`src/rtl/nseq_pkg.sv`:
```
package nseq_pkg;
  typedef enum logic [2:0] {
    K_CMD = 3'd0, K_ADDR = 3'd1, K_DIN = 3'd2, K_DOUT = 3'd3, K_ID = 3'd4, K_STAT = 3'd5
  } kind_e;

  typedef enum logic [2:0] {
    PH_PRE = 3'd0, PH_CMD = 3'd1, PH_COL = 3'd2, PH_ROW = 3'd3,
    PH_RCONF = 3'd4, PH_XFER = 3'd5, PH_POST = 3'd6, PH_IDLE = 3'd7
  } phase_e;

  localparam logic [2:0] OP_READ   = 3'd0;
  localparam logic [2:0] OP_RSPARE = 3'd1;
  localparam logic [2:0] OP_PROG   = 3'd2;
  localparam logic [2:0] OP_ERASE  = 3'd3;
  localparam logic [2:0] OP_ID     = 3'd4;
  localparam logic [2:0] OP_STAT   = 3'd5;
  localparam logic [2:0] OP_RESET  = 3'd6;

  localparam logic [7:0] B_PTR_MAIN  = 8'h00;
  localparam logic [7:0] B_PTR_SPARE = 8'h50;
  localparam logic [7:0] B_RD_CONF   = 8'h30;
  localparam logic [7:0] B_WR_SETUP  = 8'h80;
  localparam logic [7:0] B_WR_CONF   = 8'h10;
  localparam logic [7:0] B_ER_SETUP  = 8'h60;
  localparam logic [7:0] B_ER_CONF   = 8'hD0;
  localparam logic [7:0] B_ID        = 8'h90;
  localparam logic [7:0] B_STAT      = 8'h70;
  localparam logic [7:0] B_RESET     = 8'hFF;

  // Shape of one sequence: a count for each phase, plus the bytes it uses.
  typedef struct packed {
    logic       pre_en;
    logic [7:0] pre_b;
    logic [7:0] cmd_b;
    logic [1:0] ncol;
    logic [1:0] nrow;
    logic       rconf;
    logic [2:0] nxfer;
    kind_e      xkind;
    logic [1:0] xbase;
    logic       post_en;
    logic [7:0] post_b;
  } plan_t;
endpackage

```
`src/rtl/nseq_plan.sv`:
```
module nseq_plan
  import nseq_pkg::*;
#(
  parameter int COL_W      = 12,
  parameter int SMALL_MAIN = 512
) (
  input  logic [2:0]       op,
  input  logic [COL_W-1:0] col,
  input  logic             big,
  input  logic             dense,
  output plan_t            plan,
  output logic             op_ok
);
  localparam logic [COL_W-1:0] SPARE_START = COL_W'(SMALL_MAIN);

  logic [1:0] ncol_rw, nrow;
  logic [2:0] nxfer_rw;

  assign ncol_rw  = big ? 2'd2 : 2'd1;
  assign nrow     = dense ? 2'd3 : 2'd2;
  assign nxfer_rw = big ? 3'd4 : 3'd1;
  assign op_ok    = (op != 3'd7);

  always_comb begin
    plan = '0;
    plan.xkind = K_DOUT;
    unique case (op)
      OP_READ, OP_RSPARE: begin
        plan.cmd_b = (op == OP_RSPARE && !big) ? B_PTR_SPARE : B_PTR_MAIN;
        plan.ncol  = ncol_rw;
        plan.nrow  = nrow;
        plan.rconf = big;
        plan.nxfer = nxfer_rw;
        plan.xkind = K_DOUT;
      end
      OP_PROG: begin
        plan.pre_en  = !big;
        plan.pre_b   = (col >= SPARE_START) ? B_PTR_SPARE : B_PTR_MAIN;
        plan.cmd_b   = B_WR_SETUP;
        plan.ncol    = ncol_rw;
        plan.nrow    = nrow;
        plan.nxfer   = nxfer_rw;
        plan.xkind   = K_DIN;
        plan.post_en = 1'b1;
        plan.post_b  = B_WR_CONF;
      end
      OP_ERASE: begin
        plan.cmd_b   = B_ER_SETUP;
        plan.nrow    = nrow;
        plan.post_en = 1'b1;
        plan.post_b  = B_ER_CONF;
      end
      OP_ID: begin
        plan.cmd_b = B_ID;
        plan.ncol  = 2'd1;
        plan.nxfer = 3'd1;
        plan.xkind = K_ID;
      end
      OP_STAT: begin
        plan.cmd_b = B_STAT;
        plan.nxfer = 3'd1;
        plan.xkind = K_STAT;
        plan.xbase = 2'd1;
      end
      default: plan.cmd_b = B_RESET;
    endcase
  end
endmodule

```
`src/rtl/nseq_emit.sv`:
```
module nseq_emit
  import nseq_pkg::*;
#(
  parameter int PAGE_W = 24
) (
  input  phase_e            ph,
  input  logic [2:0]        idx,
  input  plan_t             plan,
  input  logic [PAGE_W-1:0] page,
  output kind_e             kind,
  output logic [7:0]        data,
  output logic              last
);
  logic [PAGE_W-1:0] page_sh;
  assign page_sh = page >> {idx, 3'b000};

  always_comb begin
    kind = K_CMD;
    data = 8'h00;
    last = 1'b0;
    unique case (ph)
      PH_PRE:   data = plan.pre_b;
      PH_CMD:   data = plan.cmd_b;
      PH_COL: begin
        kind = K_ADDR;
        last = (plan.nrow == 2'd0) && (idx == 3'(plan.ncol) - 3'd1);
      end
      PH_ROW: begin
        kind = K_ADDR;
        data = page_sh[7:0];
        last = (idx == 3'(plan.nrow) - 3'd1);
      end
      PH_RCONF: data = B_RD_CONF;
      PH_XFER: begin
        kind = plan.xkind;
        data = 8'(plan.xbase) + 8'(idx);
      end
      PH_POST:  data = plan.post_b;
      default:  ;
    endcase
  end
endmodule

```
`src/rtl/nand_seq.sv`:
```
module nand_seq
  import nseq_pkg::*;
#(
  parameter int COL_W      = 12,
  parameter int PAGE_W     = 24,
  parameter int SMALL_MAIN = 512
) (
  input  logic              clk,
  input  logic              rst,
  input  logic              req_valid,
  input  logic [2:0]        req_op,
  input  logic [COL_W-1:0]  req_col,
  input  logic [PAGE_W-1:0] req_page,
  input  logic              req_big,
  input  logic              req_dense,
  output logic              busy,
  output logic              done,
  output logic              prim_valid,
  output logic [2:0]        prim_kind,
  output logic [7:0]        prim_data,
  output logic              prim_last,
  input  logic              prim_ack
);
  plan_t             plan_d, plan_q, plan_use;
  logic              op_ok, accept, step;
  phase_e            phase_q, phase_n;
  logic [2:0]        idx_q, idx_n;
  logic [PAGE_W-1:0] page_q, page_use;
  kind_e             kind_n;
  logic [7:0]        data_n;
  logic              last_n;

  nseq_plan #(.COL_W(COL_W), .SMALL_MAIN(SMALL_MAIN)) u_plan (
    .op(req_op), .col(req_col), .big(req_big), .dense(req_dense),
    .plan(plan_d), .op_ok(op_ok)
  );

  function automatic logic [2:0] ph_cnt(input int p, input plan_t pl);
    case (p)
      0: ph_cnt = {2'b00, pl.pre_en};
      1: ph_cnt = 3'd1;
      2: ph_cnt = {1'b0, pl.ncol};
      3: ph_cnt = {1'b0, pl.nrow};
      4: ph_cnt = {2'b00, pl.rconf};
      5: ph_cnt = pl.nxfer;
      6: ph_cnt = {2'b00, pl.post_en};
      default: ph_cnt = 3'd0;
    endcase
  endfunction

  // First non-empty phase at or after 'from'; idle when none is left.
  function automatic phase_e first_ph(input int from, input plan_t pl);
    phase_e r = PH_IDLE;
    for (int p = 6; p >= 0; p--)
      if (p >= from && ph_cnt(p, pl) != 3'd0) r = phase_e'(p);
    return r;
  endfunction

  assign accept   = req_valid && !busy && op_ok;
  assign step     = busy && prim_ack;
  assign plan_use = accept ? plan_d : plan_q;
  assign page_use = accept ? req_page : page_q;

  always_comb begin
    phase_n = phase_q;
    idx_n   = idx_q;
    if (accept) begin
      phase_n = first_ph(0, plan_d);
      idx_n   = 3'd0;
    end else if (step) begin
      if (idx_q + 3'd1 < ph_cnt(int'(phase_q), plan_q)) begin
        idx_n = idx_q + 3'd1;
      end else begin
        phase_n = first_ph(int'(phase_q) + 1, plan_q);
        idx_n   = 3'd0;
      end
    end
  end

  nseq_emit #(.PAGE_W(PAGE_W)) u_emit (
    .ph(phase_n), .idx(idx_n), .plan(plan_use), .page(page_use),
    .kind(kind_n), .data(data_n), .last(last_n)
  );

  always_ff @(posedge clk) begin
    if (rst) begin
      phase_q    <= PH_IDLE;
      idx_q      <= 3'd0;
      plan_q     <= '0;
      page_q     <= '0;
      busy       <= 1'b0;
      done       <= 1'b0;
      prim_valid <= 1'b0;
      prim_kind  <= 3'd0;
      prim_data  <= 8'h00;
      prim_last  <= 1'b0;
    end else begin
      phase_q <= phase_n;
      idx_q   <= idx_n;
      if (accept) begin
        plan_q <= plan_d;
        page_q <= req_page;
      end
      busy       <= (phase_n != PH_IDLE);
      prim_valid <= (phase_n != PH_IDLE);
      done       <= step && (phase_n == PH_IDLE);
      prim_kind  <= kind_n;
      prim_data  <= data_n;
      prim_last  <= last_n && (phase_n != PH_IDLE);
    end
  end

  // a presented primitive is held until acknowledged
  assert_hold_R4: assert property (@(posedge clk) disable iff (rst)
    prim_valid && !prim_ack |=> prim_valid && $stable(prim_kind) && $stable(prim_data) && $stable(prim_last));

  // the end pulse follows an acknowledge and leaves the block idle
  assert_done_R4: assert property (@(posedge clk) disable iff (rst)
    done |-> !busy && $past(prim_ack));

  // an undefined opcode does not start a sequence
  assert_bad_op_R2: assert property (@(posedge clk) disable iff (rst)
    !busy && req_valid && req_op == 3'd7 |=> !busy);

  // without an acknowledge a running sequence neither ends nor restarts
  assert_no_restart_R3: assert property (@(posedge clk) disable iff (rst)
    busy && !prim_ack |=> busy && $stable(prim_data));

  // the last marker only ever rides on an address cycle
  assert_last_addr_R7: assert property (@(posedge clk) disable iff (rst)
    prim_valid && prim_last |-> prim_kind == 3'd1);
endmodule

```
`config.mk`:
```
export PLATFORM = sky130hd
export DESIGN_NAME = nand_seq
export DESIGN_NICKNAME = d
export VERILOG_FILES = /design/src/rtl/nseq_pkg.sv /design/src/rtl/nseq_plan.sv /design/src/rtl/nseq_emit.sv /design/src/rtl/nand_seq.sv
export SDC_FILE = /design/constraint.sdc
export NUM_CORES = 1
export LEC_CHECK = 0
export BUFFER_PORTS_ARGS = -buffer_cell sky130_fd_sc_hd__buf_2
export CORE_UTILIZATION = 61
export DETAILED_ROUTE_END_ITERATION = 10
export PLACE_DENSITY_LB_ADDON = 0.12
export SLEW_MARGIN = 10
export SYNTH_ARGS = -nofsm -noshare
export SYNTH_HDL_FRONTEND = slang
export SYNTH_HIERARCHICAL = 1
export SYNTH_SLANG_ARGS = --single-unit
```
`constraint.sdc`:
```
create_clock -name clk -period 10.7 [get_ports clk]
set_input_delay 2.14 -clock clk [delete_from_list [all_inputs] [get_ports clk]]
set_output_delay 2.14 -clock clk [all_outputs]
set_load 0.02 [all_outputs]
```
==> flow_metrics.py, run 1 <==
metrics = {
    "worst_hold_path": {
        "worst_hold_path.num_cells": 2,
        "whs_endpoint": "plan_q[9]",
        "min-delay-start": "plan_q[9]",
        "holdCritPathClass": "reg2reg",
    },
    "layout": {
        "synthToLayoutAreaGrowth_pct": 7.684,
        "finish.net_count": 681,
        "finish.instance_area_mm2": 0.004770,
        "post_route_cells_drive_above_1_share_pct": 12.48,
        "antenna_cells": 0,
        "final_core_utilization_pct": 69.06,
    },
    "clock_network": {
        "clk_latency_ns": 0.35,
        "cts.clk_slew.worst_paths_ns": 0.08,
        "post_cts_resized": 0,
        "clockRootBuffer": "clkbuf_8",
        "hold_fix_buffer_count_after_cts": 0,
        "cts_tree": "done",
        "htree_levels": 3,
        "clock_sink_count": 83,
        "cts_post_setup_buffers_inserted": 0,
        "cts_inserted_buffers": 9,
        "clk_path_buf_depth": 2,
    },
    "global_route": {
        "global_route.overflow_total": 0,
        "global_route_wire_length_before_repair_um": 15900,
        "grt_use_total_pct": 27.00,
        "antenna_violations_before_repair": 0,
        "pin_count_of_the_biggest_net_entering_global_routing": 84,
        "first_global_vias": 3465,
    },
    "sta": {
        "timing.final.setup_violations": 0,
        "maxSlewViolCount": 0,
        "rsz0062_at_grt": "no",
        "tightest_slew_ns": 0.9267,
        "period_needed_ns": 4.974,
        "fin_tns_setup_ns": 0,
        "final_hold_viol_count": 0,
        "final_min_period_over_clock_period_pct": 46.49,
        "worst_clock_skew_ns": 0.006798,
        "slew-limit-headroom_pct": 38.21,
        "maxClockFrequency_mhz": 201.0,
    },
    "routing": {
        "detail_route.wirelength.met1_um": 4608,
        "ant_nets": 0,
        "via_count": 3940,
        "first_iter_violations": 270,
        "totalWireLength_um": 9792,
        "drt_pass1_iterations": 6,
        "detail_route.wl_per_cell_um": 13.58,
        "route.top_layer_used": "met4",
        "viasPerCell": 5.465,
        "wl_met3_um": 441,
        "met2RoutedLength_um": 4581,
        "detail_route.drc_violations": 0,
    },
    "synthesis": {
        "postSynthCellCount": 596,
        "cell_area_after_synthesis_mm2": 0.004429,
        "postSynthAreaPerCell_um2": 7.432,
        "synth-warning-count": 6,
    },
    "worst_setup_path": {
        "worstPathMaxFanout": 66,
        "worstSetupEndpointType": "register",
        "worstPathArrival_ns": 5.25,
        "reg2reg_start": "phase_q[1]",
        "crit_required_ns": 10.98,
        "timing.rr.end": "prim_data[1]",
        "timing_worst_setup_path_type": "in2reg",
        "worstSetupStartpointType": "primary input",
        "worstRegToRegCells": 17,
        "ff2ff_setup_slack_ns": 6.59,
    },
    "pwr": {
        "power.share.switching_pct": 32.62,
        "internal_power_mw": 0.5082,
        "pwr-share-comb_pct": 26.2,
        "clkPwrFrac_pct": 28.2,
        "power.net_switching_mw": 0.2460,
        "total_leakage_power_nw": 2.241,
        "power_per_cell_area_mw_per_mm2": 158.1,
        "seq_power_share_pct": 45.5,
        "peakVddDrop_mv": 0.1014,
    },
    "placement": {
        "io_buffer_count": 50,
        "place.gp.congestion": 0.9536,
        "dpl.hpwl_um": 6557,
        "detailed_place.area_mm2": 0.004587,
    },
    "die": {
        "floorplan.io_pins": 60,
        "floorplan.die.width_um": 87.21,
        "std_cell_rows": 30,
        "initial_core_util_pct": 64.13,
        "design.die.area_mm2": 0.007606,
        "die-height_um": 87.21,
        "core_area_mm2": 0.006907,
    },
    "job": {
        "drv_cap": 0,
    },
    "outcome": {
        "run_status": "finished clean",
    },
}
## power by group through the flow
stage / Sequential (mW) / Clock [mW] / Combinational (mW)
after floorplan: 0.353 / 0 / 0.152
after global placement: 0.350 / 0 / 0.189
after detailed placement: 0.350 / 0 / 0.195
after CTS: 0.343 / 0.219 / 0.196
after global routing: 0.345 / 0.230 / 0.220
final: 0.343 / 0.213 / 0.198
## through the flow
stage / setup slack (ns) / power [mW] / hold WS [ns] / cells
after CTS: 5.717 / 0.7580 / 0.4675 / 721
final: 5.726 / 0.7542 / 0.4645 / 721
after global placement: 5.451 / 0.5393 / 0.4497 / 706
after floorplan: 5.942 / 0.5052 / 0.4443 / 608
after global routing: 5.408 / 0.7958 / 0.4812 / 721
after detailed placement: 5.369 / 0.5456 / 0.4557 / 706
## cell type report
| cell class | instances | area, um2 |
|---|---|---|
| Inverter | 13 | 48.80 |
| Tap cell | 96 | 120.1 |
| Fill cell | 637 | 2137 |
| Clock inverter | 5 | 55.05 |
| Sequential cell | 83 | 1662 |
| Timing Repair Buffer | 55 | 287.8 |
| Clock buffer | 10 | 127.6 |
| Multi-Input combinational cell | 459 | 2469 |
## sequential cells by signal, summed over array words and instances (netlist names)
name        count
done            1
idx_q           3
page_q         24
phase_q         3
plan_q         39
prim_data       8
prim_kind       3
prim_last       1
prim_valid      1
## critical path, cell delays in order
cell and delay (ns):
buf_2 0.22, nand3_1 0.11, nand2_1 0.14, or2_2 0.13
buf_4 0.54, nand2_1 0.14, mux2i_2 0.67, nand2b_1 0.23
nor3b_2 0.53, o21ai_1 0.14, o211ai_1 0.11, nor2b_1 0.13
## placed cells by master (no fill, tap or decap), drive strengths merged, types with 2 or more instances in the layout
master	instances
o21bai	2
nor2b	17
clkinv	2
mux2i	14
a21oi	75
a221oi	2
dfxtp	83
and2b	2
nand3	7
clkinvlp	2
nand2	202
conb	13
and2	6
nor3	12
a221o	8
ha	14
a22o	4
xor2	5
a22oi	2
a21o	2
nor2	14
nand2b	2
o211ai	2
and3	4
nand3b	2
inv	13
buf	55
nor3b	4
clkbuf	10
or2	5
o21ai	17
a31oi	2
xnor2	3
## worst max-delay path by stage
| stage | from | endpoint | slack, ns | depth (start not counted) |
|---|---|---|---|---|
| after global placement | req_op[2] | prim_data[3] | 5.45 | 12 |
| after detailed placement | req_op[2] | prim_data[3] | 5.37 | 12 |
| after global routing | req_op[1] | prim_data[3] | 5.41 | 12 |
| final | req_op[2] | prim_data[3] | 5.73 | 12 |
| after CTS | req_op[2] | prim_data[3] | 5.72 | 12 |
| after floorplan | req_op[1] | prim_data[1] | 5.94 | 13 |
## per-layer routing
layer  vias up  track usage (%)
met2        81            43.45
met4         0            6.706
met1      1835            36.71
met3        13            6.351
li1       2011                -
met5         -                0
Note: power is estimated with default switching activity, not from simulation.
==> run 2, diff against run 1 <==
Settings changed: CORE_UTILIZATION 61 to 52.
Clock period 10.7 ns to 4.3 ns, I/O delays scaled along.
==> flow_metrics.py, run 2 (synthesis gave the netlist of run 1 again) <==
metrics = {
    "worst_hold_path": {
        "min-delay-start": "plan_q[30]",
        "worst_hold_path.num_cells": 2,
        "holdCritPathClass": "reg2reg",
        "whs_endpoint": "plan_q[30]",
    },
    "placement": {
        "dpl.hpwl_um": 7186,
        "detailed_place.area_mm2": 0.004636,
        "io_buffer_count": 50,
        "place.detailed.instances": 720,
        "place.gp.congestion": 0.8272,
        "place_worst_setup_slack_ns": 0.4641,
    },
    "routing": {
        "first_iter_violations": 176,
        "detail_route.wl_per_cell_um": 13.93,
        "ant_nets": 0,
        "drt_pass1_iterations": 5,
        "totalWireLength_um": 10260,
        "detail_route.drc_violations": 0,
        "via_count": 3896,
        "viasPerCell": 5.293,
    },
    "layout": {
        "largest_register_ff_count": 39,
        "layout_commonest_cell": "nand2_1",
        "finish.instance_area_mm2": 0.004862,
        "max_flop_register": "plan_q",
        "synthToLayoutAreaGrowth_pct": 9.774,
        "post_route_cells_drive_above_1_share_pct": 13.31,
        "layout.cells.most_common_list": "202 x nand2_1, 83 x dfxtp_1, 75 x a21oi_1",
        "finish.net_count": 686,
        "top_regs": "plan_q (39), page_q (24), prim_data (8)",
        "antenna_cells": 0,
        "final_core_utilization_pct": 59.17,
        "post_layout_nonfiller_instances": 736,
    },
    "sta": {
        "rsz0062_at_grt": "no",
        "timing.final.setup_violations": 0,
        "slew-limit-headroom_pct": 60.29,
        "period_needed_ns": 3.850,
        "fin_tns_setup_ns": 0,
        "maxSlewViolCount": 0,
        "tightest_slew_ns": 0.5956,
        "worst_clock_skew_ns": 0.009732,
        "final_hold_viol_count": 0,
        "postLayoutSetupSlackWorst_ns": 0.4499,
        "final_min_period_over_clock_period_pct": 89.54,
        "maxClockFrequency_mhz": 259.7,
    },
    "die": {
        "floorplan.io_pins": 60,
        "std_cell_rows": 33,
        "core_area_mm2": 0.008217,
        "initial_core_util_pct": 53.91,
        "die-height_um": 94.29,
        "floorplan.die.width_um": 94.29,
        "design.die.area_mm2": 0.008891,
    },
    "pwr": {
        "peakVddDrop_mv": 0.2444,
        "power_per_cell_area_mw_per_mm2": 411.2,
        "total_leakage_power_nw": 2.287,
    },
    "worst_setup_path": {
        "cpLargestDelayFamily": "compound AO/OA/AOI/OAI gates",
        "crit_slowest_cell": "dfxtp_1",
        "worstSetupEndpointType": "register",
        "path_common_cell": "ha_1",
        "worstPathArrival_ns": 4.09,
        "timing_worst_setup_path_type": "reg2reg",
        "worstSetupStartpointType": "register",
        "critical_path.max_stage_delay_ns": 0.44,
        "timing.rr.end": "prim_data[1]",
        "worstPathBufferInverterCount": 1,
        "worstRegToRegCells": 16,
        "worstPathMaxFanout": 6,
        "reg2reg_start": "phase_q[1]",
        "worstPathCellList": "inv_1, ha_1, nand3_1, o21ai_0, a21oi_1, ha_1, a21o_1, a221o_1, nor3_1, a21oi_1, nor2_1, ha_1, fa_1, a22o_1, a221o_1, nor2b_1",
        "crit_required_ns": 4.54,
        "ff2ff_setup_slack_ns": 0.45,
    },
    "clock_network": {
        "clk_path_buf_depth": 2,
        "cts.clk_slew.worst_paths_ns": 0.09,
        "cts_post_setup_buffers_inserted": 0,
        "cts_inserted_buffers": 9,
        "clockRootBuffer": "clkbuf_8",
        "post_cts_resized": 0,
        "clock_sink_count": 83,
        "clk_latency_ns": 0.36,
        "cts_tree": "done",
        "hold_fix_buffer_count_after_cts": 0,
        "htree_levels": 3,
    },
    "global_route": {
        "global_route.overflow_total": 0,
        "global_route_wire_length_before_repair_um": 16820,
        "antenna_violations_before_repair": 0,
        "first_global_vias": 3514,
        "pin_count_of_the_biggest_net_entering_global_routing": 52,
        "grt_use_total_pct": 24.40,
    },
    "outcome": {
        "run_status": "finished clean",
    },
    "job": {
        "drv_cap": 0,
    },
}
run 2: cell count changes in the layout (fill, tap and decap cells not counted):
cell        delta
buf_4          +5
clkinv_4       +1
clkinvlp_4     -1
clkbuf_8       +1
inv_6          +1
bufinv_16      +1
clkinv_2       -2
run 2: metrics by stage:
step | power, mW | hold slack (ns)
final | 1.999 | 0.4642
after global routing | 2.116 | 0.4802
after CTS | 2.017 | 0.4685
after detailed placement | 1.378 | 0.4556
after global placement | 1.372 | 0.4498
after floorplan | 1.257 | 0.4443
run 2: cell type report:
type,instances,area [um2]
Clock inverter,5,85.08
Multi-Input combinational cell,459,2469
Timing Repair Buffer,60,325.3
Clock buffer,11,141.4
Tap cell,105,131.4
Sequential cell,83,1662
Inverter,13,48.80
Fill cell,808,3354
run 2: worst max path at each step:
| stage | startpoint | endpoint | slack [ns] | cells after the start |
|---|---|---|---|---|
| 6_report | phase_q[1] | prim_data[1] | 0.45 | 16 |
| 5_1_grt | phase_q[0] | prim_data[3] | 0.09 | 16 |
| 4_1_cts | phase_q[1] | prim_data[1] | 0.43 | 16 |
| 3_5_place_dp | phase_q[1] | prim_data[1] | 0.46 | 16 |
| 3_3_place_gp | phase_q[1] | prim_data[1] | 0.51 | 16 |
| 2_1_floorplan | phase_q[2] | prim_data[1] | 0.70 | 15 |
run 2: per-layer routing:
| layer | up-vias | wire length, um | global-route usage, % |
|---|---|---|---|
| met5 | - | 0 | 0 |
| met4 | 0 | 91 | 5.641 |
| met3 | 10 | 584 | 5.178 |
| met2 | 88 | 4659 | 38.29 |
| met1 | 1775 | 4920 | 33.96 |
| li1 | 2023 | - | - |
run 2: worst register-to-register path, stage by stage (launching register included):
cell     delay, ns
dfxtp_1       0.44
inv_1         0.10
ha_1          0.27
nand3_1       0.11
o21ai_0       0.09
a21oi_1       0.14
ha_1          0.26
a21o_1        0.16
a221o_1       0.43
nor3_1        0.20
a21oi_1       0.07
nor2_1        0.14
ha_1          0.21
fa_1          0.43
a22o_1        0.23
a221o_1       0.33
nor2b_1       0.12
run 2: report_power, final:
| part | leakage, nW | total [mW] | internal, mW | switching [mW] |
|---|---|---|---|---|
| sequential | 0.677 | 0.853 | 0.826 | 0.0274 |
| clock | 0.110 | 0.636 | 0.346 | 0.290 |
| combinational | 1.50 | 0.510 | 0.188 | 0.322 |
==> run 3, diff against run 2 <==
Settings changed: CORE_UTILIZATION 52 to 60, CTS_BUF_LIST set to sky130_fd_sc_hd__clkbuf_2 sky130_fd_sc_hd__clkbuf_4 sky130_fd_sc_hd__clkbuf_8.
Clock period 4.3 ns to 3.89 ns, I/O delays scaled along.
==> flow_metrics.py, run 3 (synthesis gave the netlist of run 1 again) <==
metrics = {
    "clock_network": {
        "clock_sink_count": 83,
        "cts_inserted_buffers": 9,
        "clk_path_buf_depth": 2,
        "clk_latency_ns": 0.36,
        "cts_tree": "done",
        "cts.clk_slew.worst_paths_ns": 0.08,
        "clockRootBuffer": "clkbuf_8",
        "htree_levels": 3,
    },
    "layout": {
        "layout_commonest_cell": "nand2_1",
        "post_route_cells_drive_above_1_share_pct": 15.20,
        "top_regs": "plan_q (39), page_q (24), prim_data (8)",
        "n_fill_cell": 587,
        "largest_register_ff_count": 39,
        "sequential_cell_area_mm2": 0.001664,
        "synthToLayoutAreaGrowth_pct": 10.65,
        "finish.net_count": 693,
        "antenna_cells": 0,
        "multi_input_area_mm2": 0.002482,
        "max_flop_register": "plan_q",
        "layout.cells.most_common_list": "202 x nand2_1, 81 x dfxtp_1, 75 x a21oi_1",
    },
    "routing": {
        "detail_route.wl_per_cell_um": 14.07,
        "via_count": 4002,
        "ant_nets": 0,
        "first_iter_violations": 248,
        "route.top_layer_used": "met4",
        "viasPerCell": 5.452,
        "detail_route.drc_violations": 0,
        "totalWireLength_um": 10330,
        "drt_pass1_iterations": 4,
        "detail_route.wirelength.met1_um": 4809,
        "wl_met3_um": 484,
        "met2RoutedLength_um": 4817,
    },
    "sta": {
        "timing.final.setup_violations": 0,
        "rsz0062_at_grt": "no",
        "slew-limit-headroom_pct": 43.83,
        "final_hold_viol_count": 0,
        "worst_hold_slack_ns": 0.4648,
        "final_min_period_over_clock_period_pct": 94.22,
        "maxSlewViolCount": 0,
        "tightest_slew_ns": 0.8426,
        "maxClockFrequency_mhz": 272.9,
        "fin_tns_setup_ns": 0,
        "postLayoutSetupSlackWorst_ns": 0.2250,
        "period_needed_ns": 3.665,
        "worst_clock_skew_ns": 0.01017,
    },
    "worst_setup_path": {
        "worstSetupStartpointType": "register",
        "worstPathMaxFanout": 8,
        "timing_worst_setup_path_type": "reg2reg",
        "worstPathArrival_ns": 3.95,
        "crit_required_ns": 4.17,
        "ff2ff_setup_slack_ns": 0.22,
        "worstSetupEndpointType": "register",
    },
    "placement": {
        "place.gp.congestion": 0.7851,
        "dpl.hpwl_um": 7309,
        "place_worst_setup_slack_ns": 0.1733,
        "io_buffer_count": 50,
    },
    "die": {
        "core_area_mm2": 0.006944,
        "floorplan.die.width_um": 87.92,
        "initial_core_util_pct": 63.78,
        "design.die.area_mm2": 0.007730,
        "die-height_um": 87.92,
        "std_cell_rows": 30,
        "floorplan.io_pins": 60,
    },
    "pwr": {
        "peakVddDrop_mv": 0.2800,
        "total_leakage_power_nw": 2.303,
        "power_per_cell_area_mw_per_mm2": 444.4,
    },
    "global_route": {
        "global_route.overflow_total": 0,
        "global_route_wire_length_before_repair_um": 16770,
        "grt_use_total_pct": 28.52,
        "first_global_vias": 3626,
        "pin_count_of_the_biggest_net_entering_global_routing": 49,
        "antenna_violations_before_repair": 0,
    },
    "outcome": {
        "run_status": "finished clean",
    },
    "job": {
        "drv_cap": 0,
    },
    "worst_hold_path": {
        "holdCritPathClass": "reg2reg",
    },
}
[run 3: what timing repair did]
| action | in CTS | in global routing |
|---|---|---|
| setup endpoints to repair | 0 | 9 |
| setup buffers | 0 | 0 |
| gates resized for setup | 0 | 6 |
| hold buffers | 0 | 0 |
[run 3: worst max-delay path, cell delays in order (launching register included)]
cell,delay (ns)
dfxtp_2,0.35
inv_1,0.12
ha_1,0.24
nand2_1,0.06
o21ai_0,0.14
a21oi_1,0.07
ha_1,0.30
nand2_1,0.05
a221oi_1,0.25
a221o_1,0.23
buf_4,0.14
and2_4,0.16
mux2i_2,0.37
buf_4,0.20
nand2b_1,0.12
nor3b_4,0.42
a221o_1,0.23
nor2b_1,0.15
[run 3: per-stage QoR]
step                total power [mW]  util [%]  cells  cell area (um2)
detailed placement             1.540     67.35    718             4677
CTS                            2.180     70.34    734             4885
global placement               1.527     67.35    718             4677
finish                         2.178     70.58    734             4901
global route                   2.296     70.58    734             4901
floorplan                      1.390         -    608             4474
[run 3: routing by layer]
layer / vias to the layer above / global-route usage (%)
met5: - / 0
met4: 0 / 11.18
met3: 21 / 5.372
met2: 100 / 45.60
met1: 1845 / 38.12
li1: 2036 / -
[run 3: path summary, 6_finish.rpt]
path	from	endpoint	depth (start not counted)
max	phase_q[0]	prim_data[6]	17
min	plan_q[12]	plan_q[12]	2
max reg2reg	phase_q[0]	prim_data[6]	17
min reg2reg	plan_q[12]	plan_q[12]	2
[run 3: power breakdown]
part / internal (mW) / switching, mW
Clock: 0.318 / 0.326
Sequential: 0.913 / 0.0272
Combinational: 0.226 / 0.368
[run 3: area by class of cell]
class                           count  area share, %
Timing Repair Buffer               67          7.710
Sequential cell                    83          33.95
Tap cell                           96          2.451
Multi-Input combinational cell    459          50.65
Clock inverter                      6          1.430
Inverter                           13         0.9957
Clock buffer                       10          2.808
